===== config.mk =====
export PLATFORM = sky130hd
export DESIGN_NAME = sinc3_decim
export DESIGN_NICKNAME = d
export VERILOG_FILES = /design/src/rtl/sinc3_pkg.sv /design/src/rtl/sinc3_ctrl.sv /design/src/rtl/sinc3_datapath.sv /design/src/rtl/sinc3_decim.sv
export SDC_FILE = /design/constraint.sdc
export NUM_CORES = 1
export LEC_CHECK = 0
export BUFFER_PORTS_ARGS = -buffer_cell sky130_fd_sc_hd__buf_2
export CORE_ASPECT_RATIO = 0.5
export CORE_MARGIN = 5
export CORE_UTILIZATION = 55
export DETAILED_ROUTE_END_ITERATION = 6
export MAX_ROUTING_LAYER = met4
export PLACE_DENSITY = 0.74
export SLEW_MARGIN = 40
export SYNTH_ARGS = -nofsm -noshare
export SYNTH_HDL_FRONTEND = slang
export SYNTH_SLANG_ARGS = --single-unit

===== constraint.sdc =====
create_clock -name clk -period 6.9 [get_ports clk]
set_input_delay 0.69 -clock clk [delete_from_list [all_inputs] [get_ports clk]]
set_output_delay 0.69 -clock clk [all_outputs]
set_load 0.02 [all_outputs]

===== src/rtl/sinc3_pkg.sv =====
package sinc3_pkg;
  typedef struct packed {
    logic clear;    // restart all state
    logic sample;   // accept one modulator sample
    logic decim;    // decimation point reached on this sample
    logic publish;  // decimation point past the settling window
  } strobe_t;
endpackage


===== src/rtl/sinc3_ctrl.sv =====
module sinc3_ctrl
  import sinc3_pkg::*;
#(
  parameter int SF_W     = 7,
  parameter int BASE     = 64,
  parameter int RATIO_HI = 8533,
  parameter int RATIO_LO = 10240,
  parameter int RESET_SF = 7,
  parameter int SETTLE   = 3
) (
  input  logic            clk,
  input  logic            rstN,
  input  logic            sampleEn,
  input  logic            cfgWrite,
  input  logic [SF_W-1:0] cfgSf,
  output strobe_t         strb
);
  localparam int CODE_HI = (1 << SF_W) - 2;
  localparam int CODE_LO = (1 << SF_W) - 1;
  localparam int MAX_LIN = CODE_HI * BASE;
  localparam int MAX_SP  = (RATIO_HI > RATIO_LO) ? RATIO_HI : RATIO_LO;
  localparam int MAX_R   = (MAX_LIN > MAX_SP) ? MAX_LIN : MAX_SP;
  localparam int CNT_W   = $clog2(MAX_R + 1);
  localparam int STL_W   = $clog2(SETTLE + 1);

  logic [SF_W-1:0]  sfReg;
  logic [CNT_W-1:0] ratio;
  logic [CNT_W-1:0] cnt;
  logic [STL_W-1:0] settleCnt;

  always_comb begin
    if (32'(sfReg) == CODE_HI)      ratio = CNT_W'(RATIO_HI);
    else if (32'(sfReg) == CODE_LO) ratio = CNT_W'(RATIO_LO);
    else                            ratio = CNT_W'((32'(sfReg) + 32'd1) * BASE);
  end

  always_comb begin
    strb.clear   = cfgWrite;
    strb.sample  = sampleEn && !cfgWrite;
    strb.decim   = strb.sample && (cnt == ratio - CNT_W'(1));
    strb.publish = strb.decim && (settleCnt == STL_W'(SETTLE));
  end

  always_ff @(posedge clk) begin
    if (!rstN) begin
      sfReg     <= SF_W'(RESET_SF);
      cnt       <= '0;
      settleCnt <= '0;
    end else if (cfgWrite) begin
      sfReg     <= cfgSf;
      cnt       <= '0;
      settleCnt <= '0;
    end else if (strb.sample) begin
      cnt <= strb.decim ? '0 : cnt + CNT_W'(1);
      if (strb.decim && settleCnt != STL_W'(SETTLE))
        settleCnt <= settleCnt + STL_W'(1);
    end
  end

  assert_cnt_bound_R2: assert property (@(posedge clk) disable iff (!rstN)
    cnt < ratio);
  assert_cfg_clears_R6: assert property (@(posedge clk) disable iff (!rstN)
    cfgWrite |=> (cnt == '0 && settleCnt == '0));
  assert_publish_gap_R10: assert property (@(posedge clk) disable iff (!rstN)
    strb.publish |=> !strb.publish);
endmodule


===== src/rtl/sinc3_datapath.sv =====
module sinc3_datapath
  import sinc3_pkg::*;
#(
  parameter int ACC_W = 43,
  parameter int ORDER = 3
) (
  input  logic                    clk,
  input  logic                    rstN,
  input  strobe_t                 strb,
  input  logic                    bitIn,
  output logic signed [ACC_W-1:0] dataOut,
  output logic                    dataValid
);
  logic signed [ACC_W-1:0] stepIn;
  logic signed [ACC_W-1:0] integ  [ORDER];
  logic signed [ACC_W-1:0] combDly[ORDER];
  logic signed [ACC_W-1:0] combVal[ORDER+1];

  assign stepIn     = bitIn ? ACC_W'(1) : -ACC_W'(1);
  assign combVal[0] = integ[ORDER-1];

  for (genvar i = 0; i < ORDER; i++) begin : g_stage
    logic signed [ACC_W-1:0] feed;
    if (i == 0) begin : g_first
      assign feed = stepIn;
    end else begin : g_rest
      assign feed = integ[i-1];
    end

    always_ff @(posedge clk) begin
      if (!rstN || strb.clear)  integ[i] <= '0;
      else if (strb.sample)     integ[i] <= integ[i] + feed;
    end

    assign combVal[i+1] = combVal[i] - combDly[i];

    always_ff @(posedge clk) begin
      if (!rstN || strb.clear)  combDly[i] <= '0;
      else if (strb.decim)      combDly[i] <= combVal[i];
    end
  end

  always_ff @(posedge clk) begin
    if (!rstN) begin
      dataOut   <= '0;
      dataValid <= 1'b0;
    end else begin
      dataValid <= strb.publish;
      if (strb.publish) dataOut <= combVal[ORDER];
    end
  end

  assert_hold_idle_R9: assert property (@(posedge clk) disable iff (!rstN)
    (!strb.sample && !strb.clear) |=> $stable(integ[0]));
  assert_clear_state_R6: assert property (@(posedge clk) disable iff (!rstN)
    strb.clear |=> (integ[ORDER-1] == '0 && combDly[0] == '0));
  assert_out_hold_R10: assert property (@(posedge clk) disable iff (!rstN)
    !strb.publish |=> $stable(dataOut));
  assert_valid_from_decim_R5: assert property (@(posedge clk) disable iff (!rstN)
    strb.publish |=> dataValid);
endmodule


===== src/rtl/sinc3_decim.sv =====
module sinc3_decim
  import sinc3_pkg::*;
#(
  parameter int SF_W  = 7,
  parameter int ACC_W = 43
) (
  input  logic                    clk,
  input  logic                    rstN,
  input  logic                    sampleEn,
  input  logic                    bitIn,
  input  logic                    cfgWrite,
  input  logic [SF_W-1:0]         cfgSf,
  output logic signed [ACC_W-1:0] dataOut,
  output logic                    dataValid
);
  strobe_t strb;

  sinc3_ctrl #(.SF_W(SF_W)) u_ctrl (
    .clk(clk), .rstN(rstN), .sampleEn(sampleEn),
    .cfgWrite(cfgWrite), .cfgSf(cfgSf), .strb(strb)
  );

  sinc3_datapath #(.ACC_W(ACC_W)) u_dp (
    .clk(clk), .rstN(rstN), .strb(strb), .bitIn(bitIn),
    .dataOut(dataOut), .dataValid(dataValid)
  );
endmodule


Yosys cells after proc, flatten, opt, wreduce, memory -nomap -nowiden
Memory sizes are Yosys's and may differ from the RTL's. Index checks and enable logic that the tools add are counted.

Bits in registers: 67. Bits in latches: 0. Bits in writable memories: 258. Memory bits (read-only): 0. Bits of input ports: 12. Output and inout port bits: 44. Logic and storage cells: 56. Memories kept: 2.

Add/subtract/negate cells: 10. Multiply operators: 0. Div/mod/pow operators: 0. Magnitude comparators: 0. Eq/ne operators: 5. Shifts and indexed selects: 0. Mux-type cells: 18. Bitwise logic cells: 7. Reduce and logical (&&, ||, !) cells: 9.

Memory list: u_dp.combDly (words 3, width 43, rd ports 3, clocked after memory_dff 0, wr ports 3, line sinc3_datapath.sv:16) `logic signed [ACC_W-1:0] combDly[ORDER];`; u_dp.integ (words 3, width 43, rd ports 3, clocked after memory_dff 0, wr ports 3, line sinc3_datapath.sv:15) `logic signed [ACC_W-1:0] integ [ORDER];`.

Operator list (count): $mux 43 (7); $add 43x43->43 (3); $sub 43x43->43 (3); $mux 14 (3); $add 14x1->14 const B (1); $eq 14x14->1 (1); $eq 7x7->1 const B (2); $sub 14x1->14 const B (1); $add 7x1->8 const B (1); $mux 1 (8); $or 1x1->1 (6); $logic_and 1x1->1 (4); $add 2x1->2 const B (1); $eq 2x2->1 const B (1); $logic_not 1->1 (2); $ne 2x2->1 const B (1); $reduce_and 2->1 (1); $reduce_or 2->1 (1); $logic_or 1x1->1 (1); $not 1->1 (1).

Logic depth before layout (Yosys ltp)
Depth after elaboration: 10. Mapped depth: 36. Mapped depth without buffers: 34.

Modules after synthesis
Synthesis repeated with hierarchy kept, for this count alone.

Cell total of the unflattened synthesis: 2885. Area total of the unflattened synthesis: 26236.4 µm².

By module, submodules not included: sinc3_datapath (times used 1, cells an instance 2669, area each 24483.5 µm²); sinc3_ctrl (times used 1, cells an instance 216, area each 1752.9 µm²).

Least setup slack after synthesis
No wires, ideal clock.

Path kind: flip-flop to flip-flop. Start: memory u_dp.integ[2][1]. End: register u_dp.dataOut[41]. Setup time: 116 ps. Data arrival time: 6525 ps. Path slack: 259 ps. Stages on the path, launching flop included: 32. Path buffers: 1. Period minus slack after synthesis: 6641 ps. Path through: edfxtp_1 > ha_1 > nor2b_1 > o21ai_2 > a21boi_1 > o21ai_0 > a211oi_1 > o2111ai_1 > a21boi_0 > o31a_1 > o21a_1 > o21ai_0 > o31a_1 > ha_1 > clkbuf_1 > a31oi_1 > nand2_1 > o31a_1 > a31o_2 > a221o_1 > and3_1 > a31o_2 > xor2_1 > ha_1 > and3_1 > nor2b_1 > a31oi_1 > o21ai_0 > a21oi_1 > o211ai_1 > a311o_1 > a31o_2.

RTL lines: from (decl) (line sinc3_datapath.sv:15); to (signal assigned) (line sinc3_datapath.sv:49) `if (strb.publish) dataOut <= combVal[ORDER];`; to (decl) (line sinc3_datapath.sv:11) `output logic signed [ACC_W-1:0] dataOut,`.

==> results.json <==
{
  "status": "completed",
  "final_common_cell": "edfxtp_1",
  "async_flop_share_pct": 0,
  "synth_cells": 2887,
  "io_pins": 56,
  "crit_family": "compound AO/OA/AOI/OAI gates",
  "core-area_sq_um": 46880,
  "cts.path.max_buffers": 3,
  "final_cell_mix": "edfxtp_1 (258), nor2_1 (245), ha_1 (240), a21oi_1 (228), nand2_1 (195)",
  "grt_pass1_vias": 19040,
  "cp_slowest_cell": "edfxtp_1",
  "slew-limit-headroom_pct": 45.89,
  "powerDensity_nw_per_um2": 279.6,
  "dieArea_sq_um": 52120,
  "path_buf_inv": 0,
  "synth_edf_count": 258,
  "grt-ovfl-total": 0,
  "post-place-cells": 3506,
  "stdcell_area_sq_um": 28410,
  "fin_crit_ns": 6.704,
  "ant_nets": 0,
  "synth-seq-cells": 325,
  "synth.avg_cell_area_sq_um": 9.030,
  "cts-root-buf": "clkbuf_16",
  "hold_violations": 0,
  "rows": 56,
  "criticalPathCategory": "flip-flop to flip-flop",
  "path_max_fanout": 3,
  "grt_max_degree": 124,
  "numCtsBuffers": 35,
  "antenna_found_initial": 0,
  "slew_violations": 0,
  "worst_ep_arrival_time_ns": 7.12,
  "leakagePower_nw": 12.71,
  "grt_use_total_pct": 21.90,
  "fin_nets": 3189,
  "drt-total-wl_mm": 57.12,
  "drt_iter0_drc": 1800,
  "synth_flop_cell": "edfxtp_1",
  "worstMarginPinSlew_ns": 0.8110,
  "yosysWarnings": 0,
  "clock_latency_ns": 0.54,
  "synth_cell_types": 99,
  "io_buffer_count": 55,
  "netlist_area_sq_um": 26070,
  "cts.sinks": 325,
  "ir_drop_v": 0.0001312,
  "max_freq_mhz": 149.2,
  "cp-start-kind": "flip-flop",
  "crit_path_max_incr_delay_ns": 0.41,
  "postCtsHoldBufs": 0,
  "worstPathRequired_ns": 7.32,
  "skew_ns": 0.01328,
  "fin_cells": 3576,
  "wl_per_cell_microns": 15.97,
  "hold_class": "input port to flip-flop",
  "start_util_pct": 55.62,
  "yosys.area.top_type": "edfxtp_1",
  "syn_to_final_growth_pct": 8.984,
  "hpwl_mm": 41.95,
  "path_clk_slew_ns": 0.06,
  "die_h_microns": 164.0,
  "drv_cap": 0,
  "htree_levels": 2,
  "synth_area_leaders": "edfxtp_1 (30%), ha_1 (12%), dfxtp_1 (5.1%), a21o_1 (4.9%), a21oi_1 (4.5%)",
  "detail_route.vias_per_cell": 5.819,
  "layout-drive-gt1-share_pct": 8.407,
  "vias": 20810,
  "end_kind": "flip-flop",
  "yosysSeqAreaShare_pct": 34.86,
  "dr.pass1.iters": 5,
  "setup_violations": 0,
  "dpl_cell_area_sq_um": 26920,
  "drc": 0,
  "min_period_over_period_pct": 97.16,
  "rsz0062_at_grt": "yes",
  "yosys.area.top_type_share_pct": 29.72,
  "grt_pass1_wl_mm": 94.59,
  "synth_nets": 3161,
  "cts_tree": "yes",
  "gp_congestion": 0.9286,
  "die_w_microns": 317.9,
  "antennaDiodeCount": 0
}
## area by class of cell
| class | count | area, sq um |
|---|---|---|
| clock buffers | 48 | 991.0 |
| clock inverters | 12 | 83.83 |
| fillers | 3946 | 18460 |
| inverters | 197 | 742.0 |
| multi-input cells | 2265 | 16150 |
| flip-flops and latches | 325 | 9089 |
| well taps | 638 | 798.3 |
| repair buffers | 91 | 561.8 |
## synthesized netlist by cell type, drive strengths merged (15+ instances only)
master  number
nor3        53
xor2       106
and2        52
or3         15
nand2      197
ha         256
a21o       170
clkbuf      72
o211ai      22
dfxtp       67
o21a        44
xnor2      107
edfxtp     258
a21oi      237
a211oi      42
buf         28
o31ai       17
nand2b      34
o21bai      32
nand3       58
nor2b       32
inv        197
and3       138
a31oi       37
o21ai      141
nor2       246
nand4       33
## cells by family after synthesis
group                    synth area share (%)
buffers and inverters                   4.631
XOR/XNOR                                7.156
AO/OA/AOI/OAI                           22.27
flip-flops                              34.86
multiplexers                           0.4608
AND/OR/NAND/NOR                         17.87
adder cells (fa/ha/maj)                 12.75
## metal layers
layer / GRT usage, % / part of all wire (%) / up-vias
met1: 32.56 / 52 / 9605
met3: 2.721 / 4.8 / 90
met2: 32.32 / 41 / 461
met4: 4.534 / 1.8 / 0
li1: - / - / 10650
met5: - / 0 / -
## path summary, 6_finish.rpt
check / cells past startpoint / startpoint / slack [ns] / to
max reg2reg: 31 / u_dp.integ[2][1] / 0.20 / u_dp.dataOut[40]
max: 31 / u_dp.integ[2][1] / 0.20 / u_dp.dataOut[40]
min reg2reg: 2 / u_dp.dataOut[33] / 0.45 / u_dp.dataOut[33]
min: 3 / cfgSf[0] / 0.38 / u_ctrl.sfReg[0]
## worst reg2reg max path: cells and delay by family, from the launching register on
kind | cells | cell delay, ns
AOI/OAI and AO/OA | 22 | 4.26
adders and majority gates | 3 | 0.88
and+or+nand+nor | 4 | 0.69
DFF | 1 | 0.41
xor gates and xnor gates | 2 | 0.36
## flip-flops by register name (all words and copies together) (netlist names)
register / count
u_dp.dataValid: 1
u_dp.dataOut: 43
u_dp.integ: 129
u_ctrl.settleCnt: 2
u_dp.combDly: 129
u_ctrl.sfReg: 7
u_ctrl.cnt: 14
## metrics by stage
step	setup slack, ns	TNS, ns	utilization (%)	power, W	hold WS [ns]
after floorplan	0.2586	0	-	0.005155	0.4646
after global placement	0.1363	0	57.40	0.005842	0.4355
after detailed placement	0.002524	0	57.42	0.005907	0.4414
after CTS	0.05228	0	59.74	0.007758	0.3501
after global routing	-0.1014	-0.3565	60.61	0.008502	0.3696
final	0.1961	0	60.61	0.007945	0.3773
## power breakdown
part | leakage (nW) | internal [W] | switching, W
Combinational | 8.73 | 0.00162 | 0.00222
Clock | 0.532 | 0.00104 | 0.000789
Sequential | 3.44 | 0.00221 | 0.0000708
Total | 12.7 | 0.00487 | 0.00308
## what timing repair did
item                       4_1_cts  5_1_grt
gates resized for setup          3       62
pin swaps                        0       26
setup buffers                    0       10
setup endpoints to repair        2       14
hold endpoints to repair         0        0
Note: power is estimated with default switching activity, not from simulation.
